File: src/rtl/mpu_rx_pkg.sv
package mpu_rx_pkg;
  localparam int DATA_W = 8;
  localparam int ADDR_W = 2;

  localparam logic [ADDR_W-1:0] REG_CTRL = 2'd0;
  localparam logic [ADDR_W-1:0] REG_STAT = 2'd1;
  localparam logic [ADDR_W-1:0] REG_DATA = 2'd2;

  localparam int CTL_EN   = 0;
  localparam int CTL_AW   = 1;
  localparam int CTL_IRQE = 2;

  localparam int STS_FULL = 0;
  localparam int STS_OVR  = 1;
  localparam int STS_FRM  = 2;
  localparam int STS_LINE = 3;
  localparam int STS_FLAG = 4;

  typedef struct packed {
    logic [DATA_W-1:0] data;
    logic              flag;
    logic              stop_ok;
  } rx_frame_t;

  function automatic logic vote3(input logic [2:0] s);
    return (s[0] & s[1]) | (s[0] & s[2]) | (s[1] & s[2]);
  endfunction
endpackage

File: src/rtl/mpu_rx_sampler.sv
module mpu_rx_sampler #(
  parameter int CLK_DIV = 4,
  parameter int SYNC_N  = 2
) (
  input  logic clk,
  input  logic rst,
  input  logic rx_i,
  output logic rx_s,
  output logic tick
);
  logic [SYNC_N-1:0] sync_q;

  always_ff @(posedge clk) begin
    if (rst) sync_q <= '1;
    else     sync_q <= {sync_q[SYNC_N-2:0], rx_i};
  end
  assign rx_s = sync_q[SYNC_N-1];

  generate
    if (CLK_DIV == 1) begin : g_nodiv
      assign tick = 1'b1;
    end else begin : g_div
      localparam int CW = $clog2(CLK_DIV);
      logic [CW-1:0] cnt_q;
      always_ff @(posedge clk) begin
        if (rst) cnt_q <= '0;
        else if (cnt_q == CW'(CLK_DIV - 1)) cnt_q <= '0;
        else cnt_q <= cnt_q + 1'b1;
      end
      assign tick = (cnt_q == CW'(CLK_DIV - 1));
    end
  endgenerate
endmodule

File: src/rtl/mpu_rx_deframer.sv
module mpu_rx_deframer
  import mpu_rx_pkg::*;
#(
  parameter int OVS = 16
) (
  input  logic      clk,
  input  logic      rst,
  input  logic      en,
  input  logic      tick,
  input  logic      rx_s,
  output logic      done_o,
  output rx_frame_t frame_o
);
  localparam int NBITS    = DATA_W + 3;
  localparam int IDX_W    = $clog2(NBITS);
  localparam int PH_W     = $clog2(OVS);
  localparam int MID      = OVS / 2;
  localparam int LAST_IDX = NBITS - 1;

  typedef enum logic {ST_HUNT, ST_RUN} st_e;

  st_e              st_q;
  logic [PH_W-1:0]  ph_q;
  logic [IDX_W-1:0] idx_q;
  logic [2:0]       votes_q;
  logic [DATA_W:0]  sh_q;
  logic             done_q;
  rx_frame_t        frm_q;
  logic             bit_v;
  logic             in_win;

  assign bit_v  = vote3(votes_q);
  assign in_win = (ph_q >= PH_W'(MID - 1)) && (ph_q <= PH_W'(MID + 1));

  always_ff @(posedge clk) begin
    if (rst || !en) begin
      st_q    <= ST_HUNT;
      ph_q    <= '0;
      idx_q   <= '0;
      votes_q <= 3'b111;
      done_q  <= 1'b0;
    end else begin
      done_q <= 1'b0;
      if (tick) begin
        case (st_q)
          ST_HUNT: begin
            if (!rx_s) begin
              st_q  <= ST_RUN;
              ph_q  <= PH_W'(1);
              idx_q <= '0;
            end
          end
          default: begin
            if (in_win) votes_q <= {votes_q[1:0], rx_s};
            if (ph_q == PH_W'(OVS - 1)) begin
              ph_q <= '0;
              if (idx_q == '0) begin
                if (bit_v) st_q <= ST_HUNT;
                else       idx_q <= IDX_W'(1);
              end else if (idx_q == IDX_W'(LAST_IDX)) begin
                done_q <= 1'b1;
                st_q   <= ST_HUNT;
                idx_q  <= '0;
              end else begin
                idx_q <= idx_q + 1'b1;
              end
            end else begin
              ph_q <= ph_q + 1'b1;
            end
          end
        endcase
      end
    end
  end

  always_ff @(posedge clk) begin
    if (rst) begin
      sh_q  <= '0;
      frm_q <= '0;
    end else if (en && tick && st_q == ST_RUN && ph_q == PH_W'(OVS - 1)) begin
      if (idx_q == IDX_W'(LAST_IDX)) begin
        frm_q.data    <= sh_q[DATA_W-1:0];
        frm_q.flag    <= sh_q[DATA_W];
        frm_q.stop_ok <= bit_v;
      end else if (idx_q != '0) begin
        sh_q <= {bit_v, sh_q[DATA_W:1]};
      end
    end
  end

  assign done_o  = done_q;
  assign frame_o = frm_q;

  assert_abort_R11: assert property (@(posedge clk) disable iff (rst)
    !en |=> (st_q == ST_HUNT && !done_q));
  assert_done_pulse_R1: assert property (@(posedge clk) disable iff (rst)
    done_q |=> !done_q);
  assert_idx_range_R1: assert property (@(posedge clk) disable iff (rst)
    idx_q <= IDX_W'(LAST_IDX));
endmodule

File: src/rtl/mpu_rx_regs.sv
module mpu_rx_regs
  import mpu_rx_pkg::*;
(
  input  logic              clk,
  input  logic              rst,
  input  logic              bus_sel,
  input  logic              bus_wr,
  input  logic              bus_rd,
  input  logic [ADDR_W-1:0] bus_addr,
  input  logic [DATA_W-1:0] bus_wdata,
  output logic [DATA_W-1:0] bus_rdata,
  output logic              irq_o,
  input  logic              done_i,
  input  rx_frame_t         frame_i,
  input  logic              line_i,
  output logic              rx_run_o
);
  logic en_q, aw_q, irqe_q;
  logic full_q, ovr_q, frm_q, flag_q, irq_q;
  logic [DATA_W-1:0] data_q, rdata_q;

  logic ctrl_wr, stat_wr, data_rd, halt, accept, store, over;
  logic en_n, aw_n, irqe_n, full_n, ovr_n, frm_n, flag_n;
  logic [DATA_W-1:0] data_n, rd_mux;

  assign ctrl_wr = bus_sel && bus_wr && bus_addr == REG_CTRL;
  assign stat_wr = bus_sel && bus_wr && bus_addr == REG_STAT;
  assign data_rd = bus_sel && bus_rd && bus_addr == REG_DATA;
  assign halt    = ovr_q || frm_q;
  assign accept  = done_i && en_q && !halt && !(aw_q && !frame_i.flag);
  assign store   = accept && !full_q;
  assign over    = accept && full_q;

  always_comb begin
    en_n   = ctrl_wr ? bus_wdata[CTL_EN]   : en_q;
    irqe_n = ctrl_wr ? bus_wdata[CTL_IRQE] : irqe_q;
    if (ctrl_wr)                         aw_n = bus_wdata[CTL_AW];
    else if (store && frame_i.flag)      aw_n = 1'b0;
    else                                 aw_n = aw_q;
    full_n = store ? 1'b1 : (data_rd ? 1'b0 : full_q);
    ovr_n  = over || (ovr_q && !(stat_wr && bus_wdata[STS_OVR]));
    frm_n  = (store && !frame_i.stop_ok) || (frm_q && !(stat_wr && bus_wdata[STS_FRM]));
    data_n = store ? frame_i.data : data_q;
    flag_n = store ? frame_i.flag : flag_q;
  end

  always_comb begin
    rd_mux = '0;
    case (bus_addr)
      REG_CTRL: begin
        rd_mux[CTL_EN]   = en_q;
        rd_mux[CTL_AW]   = aw_q;
        rd_mux[CTL_IRQE] = irqe_q;
      end
      REG_STAT: begin
        rd_mux[STS_FULL] = full_q;
        rd_mux[STS_OVR]  = ovr_q;
        rd_mux[STS_FRM]  = frm_q;
        rd_mux[STS_LINE] = line_i;
        rd_mux[STS_FLAG] = flag_q;
      end
      REG_DATA: rd_mux = data_q;
      default:  rd_mux = '0;
    endcase
  end

  always_ff @(posedge clk) begin
    if (rst) begin
      en_q <= 1'b0; aw_q <= 1'b0; irqe_q <= 1'b0;
      full_q <= 1'b0; ovr_q <= 1'b0; frm_q <= 1'b0; flag_q <= 1'b0;
      data_q <= '0; rdata_q <= '0; irq_q <= 1'b0;
    end else begin
      en_q <= en_n; aw_q <= aw_n; irqe_q <= irqe_n;
      full_q <= full_n; ovr_q <= ovr_n; frm_q <= frm_n; flag_q <= flag_n;
      data_q <= data_n;
      irq_q  <= irqe_n && full_n;
      rdata_q <= (bus_sel && bus_rd) ? rd_mux : '0;
    end
  end

  assign bus_rdata = rdata_q;
  assign irq_o     = irq_q;
  assign rx_run_o  = en_q && !halt;

  assert_irq_with_full_R4: assert property (@(posedge clk) disable iff (rst)
    ($rose(full_q) && irqe_q) |-> irq_q);
  assert_read_clears_R6: assert property (@(posedge clk) disable iff (rst)
    (data_rd && !done_i) |=> !full_q);
  assert_halt_keeps_data_R9: assert property (@(posedge clk) disable iff (rst)
    (ovr_q || frm_q) |=> $stable(data_q));
  assert_discard_R3: assert property (@(posedge clk) disable iff (rst)
    (done_i && aw_q && !frame_i.flag) |=> ($stable(data_q) && $stable(flag_q)));
  assert_overrun_keeps_R7: assert property (@(posedge clk) disable iff (rst)
    (done_i && en_q && !halt && full_q && !(aw_q && !frame_i.flag)) |=> (ovr_q && $stable(data_q)));
  assert_addr_clears_aw_R5: assert property (@(posedge clk) disable iff (rst)
    (done_i && en_q && !halt && !full_q && aw_q && frame_i.flag && !ctrl_wr) |=> !aw_q);
endmodule

File: src/rtl/mp_uart_rx.sv
module mp_uart_rx
  import mpu_rx_pkg::*;
#(
  parameter int CLK_DIV = 4,
  parameter int OVS     = 16,
  parameter int SYNC_N  = 2
) (
  input  logic       clk,
  input  logic       rst,
  input  logic       rx_i,
  input  logic       bus_sel,
  input  logic       bus_wr,
  input  logic       bus_rd,
  input  logic [1:0] bus_addr,
  input  logic [7:0] bus_wdata,
  output logic [7:0] bus_rdata,
  output logic       irq_o
);
  logic      rx_s, tick, done, rx_run;
  rx_frame_t frame;

  mpu_rx_sampler #(.CLK_DIV(CLK_DIV), .SYNC_N(SYNC_N)) sampler_i (
    .clk(clk), .rst(rst), .rx_i(rx_i), .rx_s(rx_s), .tick(tick));

  mpu_rx_deframer #(.OVS(OVS)) deframer_i (
    .clk(clk), .rst(rst), .en(rx_run), .tick(tick), .rx_s(rx_s),
    .done_o(done), .frame_o(frame));

  mpu_rx_regs regs_i (
    .clk(clk), .rst(rst), .bus_sel(bus_sel), .bus_wr(bus_wr), .bus_rd(bus_rd),
    .bus_addr(bus_addr), .bus_wdata(bus_wdata), .bus_rdata(bus_rdata), .irq_o(irq_o),
    .done_i(done), .frame_i(frame), .line_i(rx_s), .rx_run_o(rx_run));
endmodule

File: config.mk
export PLATFORM = sky130hd
export DESIGN_NAME = mp_uart_rx
export DESIGN_NICKNAME = d
export VERILOG_FILES = /design/src/rtl/mpu_rx_pkg.sv /design/src/rtl/mpu_rx_sampler.sv /design/src/rtl/mpu_rx_deframer.sv /design/src/rtl/mpu_rx_regs.sv /design/src/rtl/mp_uart_rx.sv
export SDC_FILE = /design/constraint.sdc
export NUM_CORES = 1
export LEC_CHECK = 0
export ABC_AREA = 1
export CAP_MARGIN = 15
export CORE_MARGIN = 5
export CORE_UTILIZATION = 50
export CTS_CLUSTER_DIAMETER = 120
export DETAILED_ROUTE_END_ITERATION = 16
export PLACE_DENSITY_LB_ADDON = 0.3
export SLEW_MARGIN = 20
export SYNTH_ARGS = -nofsm -noshare
export SYNTH_HDL_FRONTEND = slang
export SYNTH_HIERARCHICAL = 1
export SYNTH_SLANG_ARGS = --single-unit
File: constraint.sdc
create_clock -name clk -period 1.3 [get_ports clk]
set_input_delay 0.195 -clock clk [delete_from_list [all_inputs] [get_ports clk]]
set_output_delay 0.195 -clock clk [all_outputs]
set_load 0.02 [all_outputs]
==> metrics <==
outcome=finished, violations left; failing checks=setup timing; Setup CP Type=reg2reg; Ports=25; power density cells=1010 nW/um^2; Final setup viols=20; post-synth cell types=28; CP max FO=10; Synth Area per Inst=slightly below 8 um^2; total wire length=approximately 6000 um; DRC violations left=0; gr usage total=19.8%; Max Cap Viol=0; initial antenna violation count=0; Layout Nets=approximately 430; Final Critical Period=1.36 ns; clk slew on worst S/H paths=approximately 0.070 ns; crit path launch type=register; H-tree depth=3; IO Port Bufs=19; Worst Slack Setup Final=-0.0606 ns; post-DR wirelength/cell=12.4 um; Post-Syn Nets=357; Area Overhead vs Synth=43.6%; max-slew violations=0; post-route clock period utilization=105%; Worst slew margin=61.9%; CTS tree=built; count leader, synth=nor2_1; drt first pass iters=4; Layout Skew=0.00764 ns; cell area after synthesis=2550 um^2; Final GP Congestion=0.796; global-route wire length before repair=9990 um; ANT nets after route=0; Worst R2R Start=deframer_i/ph_q[0]$_SDFFE_PP0P_; register area share after synthesis=47.1%; P_leak=1.61 nW; largest net degree at the start of global routing=20; final hold vios=0; Critical Path Start=deframer_i/ph_q[0]$_SDFFE_PP0P_; vias per inst=4.81; slew at the pin closest to its max-slew limit=0.571 ns; largest area contributor in the netlist=dfxtp_1; DPL Wire Length=4010 um; vias in the first global route=about 2300; Die Y=81.4 um; worst slack, placed=-0.239 ns; hold path depth=4; final hold slack=0.408 ns; Worst Path Arrival=1.60 ns; Core Footprint=5040 um^2; crit-path cells=ha_4, nand3_4, nor2_4, nand2_4, nor2_4, inv_2, nor2_1, nor2_1; EDFF count, synth=0; Sinks on Clock Net=60; clock root buffer=clkbuf_8; CTS buffer count=9; RSZ-0062 raised after global routing=true; Initial Util=approximately half; fraction of layout instances using a drive strength above 1=32.3%; r2r setup slk=-0.06 ns; Worst VDD drop=a little under 0.0006 V; Finished Layout Cells=482; die width=81.4 um; final global-route overflow total=0; top cell type's share of synthesized area=a little under half; Seq cells post-synth=60; synth top area cells=dfxtp_1 (47%), nor2_1 (10%), nand2_1 (7.8%); CP Data Required Time=about 1.5 ns; min-delay src=bus_addr[0]; Synth top cells by count=nor2_1 (71), dfxtp_1 (60), nand2_1 (53); Cells after DPL=459; worst hold path type=in2reg; Hold EP=regs_i/bus_rdata[0]$_SDFF_PP0_; final design utilization=72.7%; R2R cell count=8; via count=2318; total power=about 3.7 mW; placed cell areas=between 3000 and 4000 um^2; number of DRC markers in iteration 0=111; Longest Clk Path Bufs=2; Max Freq=between 0.7 and 0.8 GHz; FF-to-FF End=deframer_i/frame_o[6]$_SDFFE_PP0P_; post-synthesis cell count=330; Std-Cell Rows=26; Clock Latency Late Sink=about 0.34 ns; crit end category=register; largest stage delay on the critical path=between 0.3 and 0.4 ns; asr flop ratio synth=0%; YS warnings=6; Die Area=6630 um^2; Most used DFF post-synth=dfxtp_1; slowest cell on the critical path=dfxtp_2; ANT cells=0; TNS Setup=-0.736 ns; fin area=between 3000 and 4000 um^2
[report_power, final]
| group | internal, mW | switching, mW | total [mW] | leakage (nW) |
|---|---|---|---|---|
| logic | 0.0868 | 0.0904 | 0.177 | 1.03 |
| clock network | 0.893 | 0.772 | 1.67 | 0.0958 |
| registers | 1.85 | 0.0111 | 1.86 | 0.488 |
[worst max path at each step]
stage                                               endpoint  slack, ns  depth (start not counted)
after floorplan              deframer_i/sh_q[8]$_SDFFE_PP0P_      -0.02                          8
after global placement               regs_i/irq_o$_SDFF_PP0_      -0.18                          8
after detailed placement             regs_i/irq_o$_SDFF_PP0_      -0.24                          8
after CTS                 deframer_i/frame_o[3]$_SDFFE_PP0P_      -0.04                          8
after global routing      deframer_i/frame_o[7]$_SDFFE_PP0P_      -0.18                          8
final                     deframer_i/frame_o[6]$_SDFFE_PP0P_      -0.06                          8
[worst max-delay path: cells and delay by family (launching register included)]
| family | cells | cell delay, ns |
|---|---|---|
| adders and majority gates | 1 | 0.16 |
| buffers and inverters | 1 | 0.11 |
| DFF | 1 | 0.37 |
| and+or+nand+nor | 6 | 0.61 |
[per-layer routing]
layer / vias up / share of wire (%) / track usage, %
li1: 1218 / - / -
met1: 1051 / 43 / 21.5
met2: 43 / 52 / 34.0
met3: 6 / 4.3 / 4.61
met4: 0 / 0.89 / 13.2
met5: - / 0 / 0
[sequential cells by signal, summed over array words and instances (netlist names), 2 cells and up]
signal / count
deframer_i/sh_q: 9
sampler_i/g_div.cnt_q: 2
deframer_i/votes_q: 3
sampler_i/sync_q: 2
regs_i/bus_rdata: 8
deframer_i/ph_q: 4
deframer_i/frame_o: 10
deframer_i/idx_q: 4
regs_i/data_q: 8
[cells by family (layout without fill, tap and decap cells)]
logic type	after synthesis	count (layout)	synth area share (%)
fa+ha+maj	11	11	5.39
buf+inv	41	123	6.52
simple gates	161	161	28.6
xor+xnor	2	2	0.687
compound gates	55	55	11.7
flops	60	60	47.1
[cell type report]
class / instances / area [um^2]
Fill cell: 374 / 1380
Timing Repair Buffer: 69 / 588
Tap cell: 70 / 87.6
Sequential cell: 60 / 1210
Multi-Input combinational cell: 229 / 1420
Inverter: 38 / 155
Clock inverter: 7 / 76.3
Clock buffer: 9 / 124
[repair_timing]
item                       in CTS  in global routing
setup endpoints to repair      40                 37
hold buffers                    0                  0
gates cloned                    0                  0
pin swaps                      16                 10
buffers inserted                4                  3
hold endpoints to repair        0                  0
resized for setup              45                 46
[layout by cell type (no fill, tap or decap), types with 5 or more instances in the layout]
cell | synthesis | routed
a21oi_1 | 12 | 11
buf_4 | 0 | 44
buf_6 | 1 | 5
clkbuf_8 | 0 | 9
clkdlybuf4s50_1 | 0 | 9
dfxtp_1 | 60 | 53
dfxtp_2 | 0 | 6
dlygate4sd2_1 | 0 | 9
ha_1 | 11 | 5
ha_4 | 0 | 6
inv_1 | 35 | 28
inv_2 | 2 | 6
nand2_1 | 53 | 47
nand2_2 | 3 | 6
nand3_1 | 15 | 9
nand3_2 | 1 | 5
nand4_1 | 5 | 5
nor2_1 | 71 | 64
nor2_4 | 4 | 8
o21ai_0 | 24 | 11
o21ai_1 | 10 | 16
o21ai_2 | 1 | 7
Note: power is estimated with default switching activity, not from simulation.
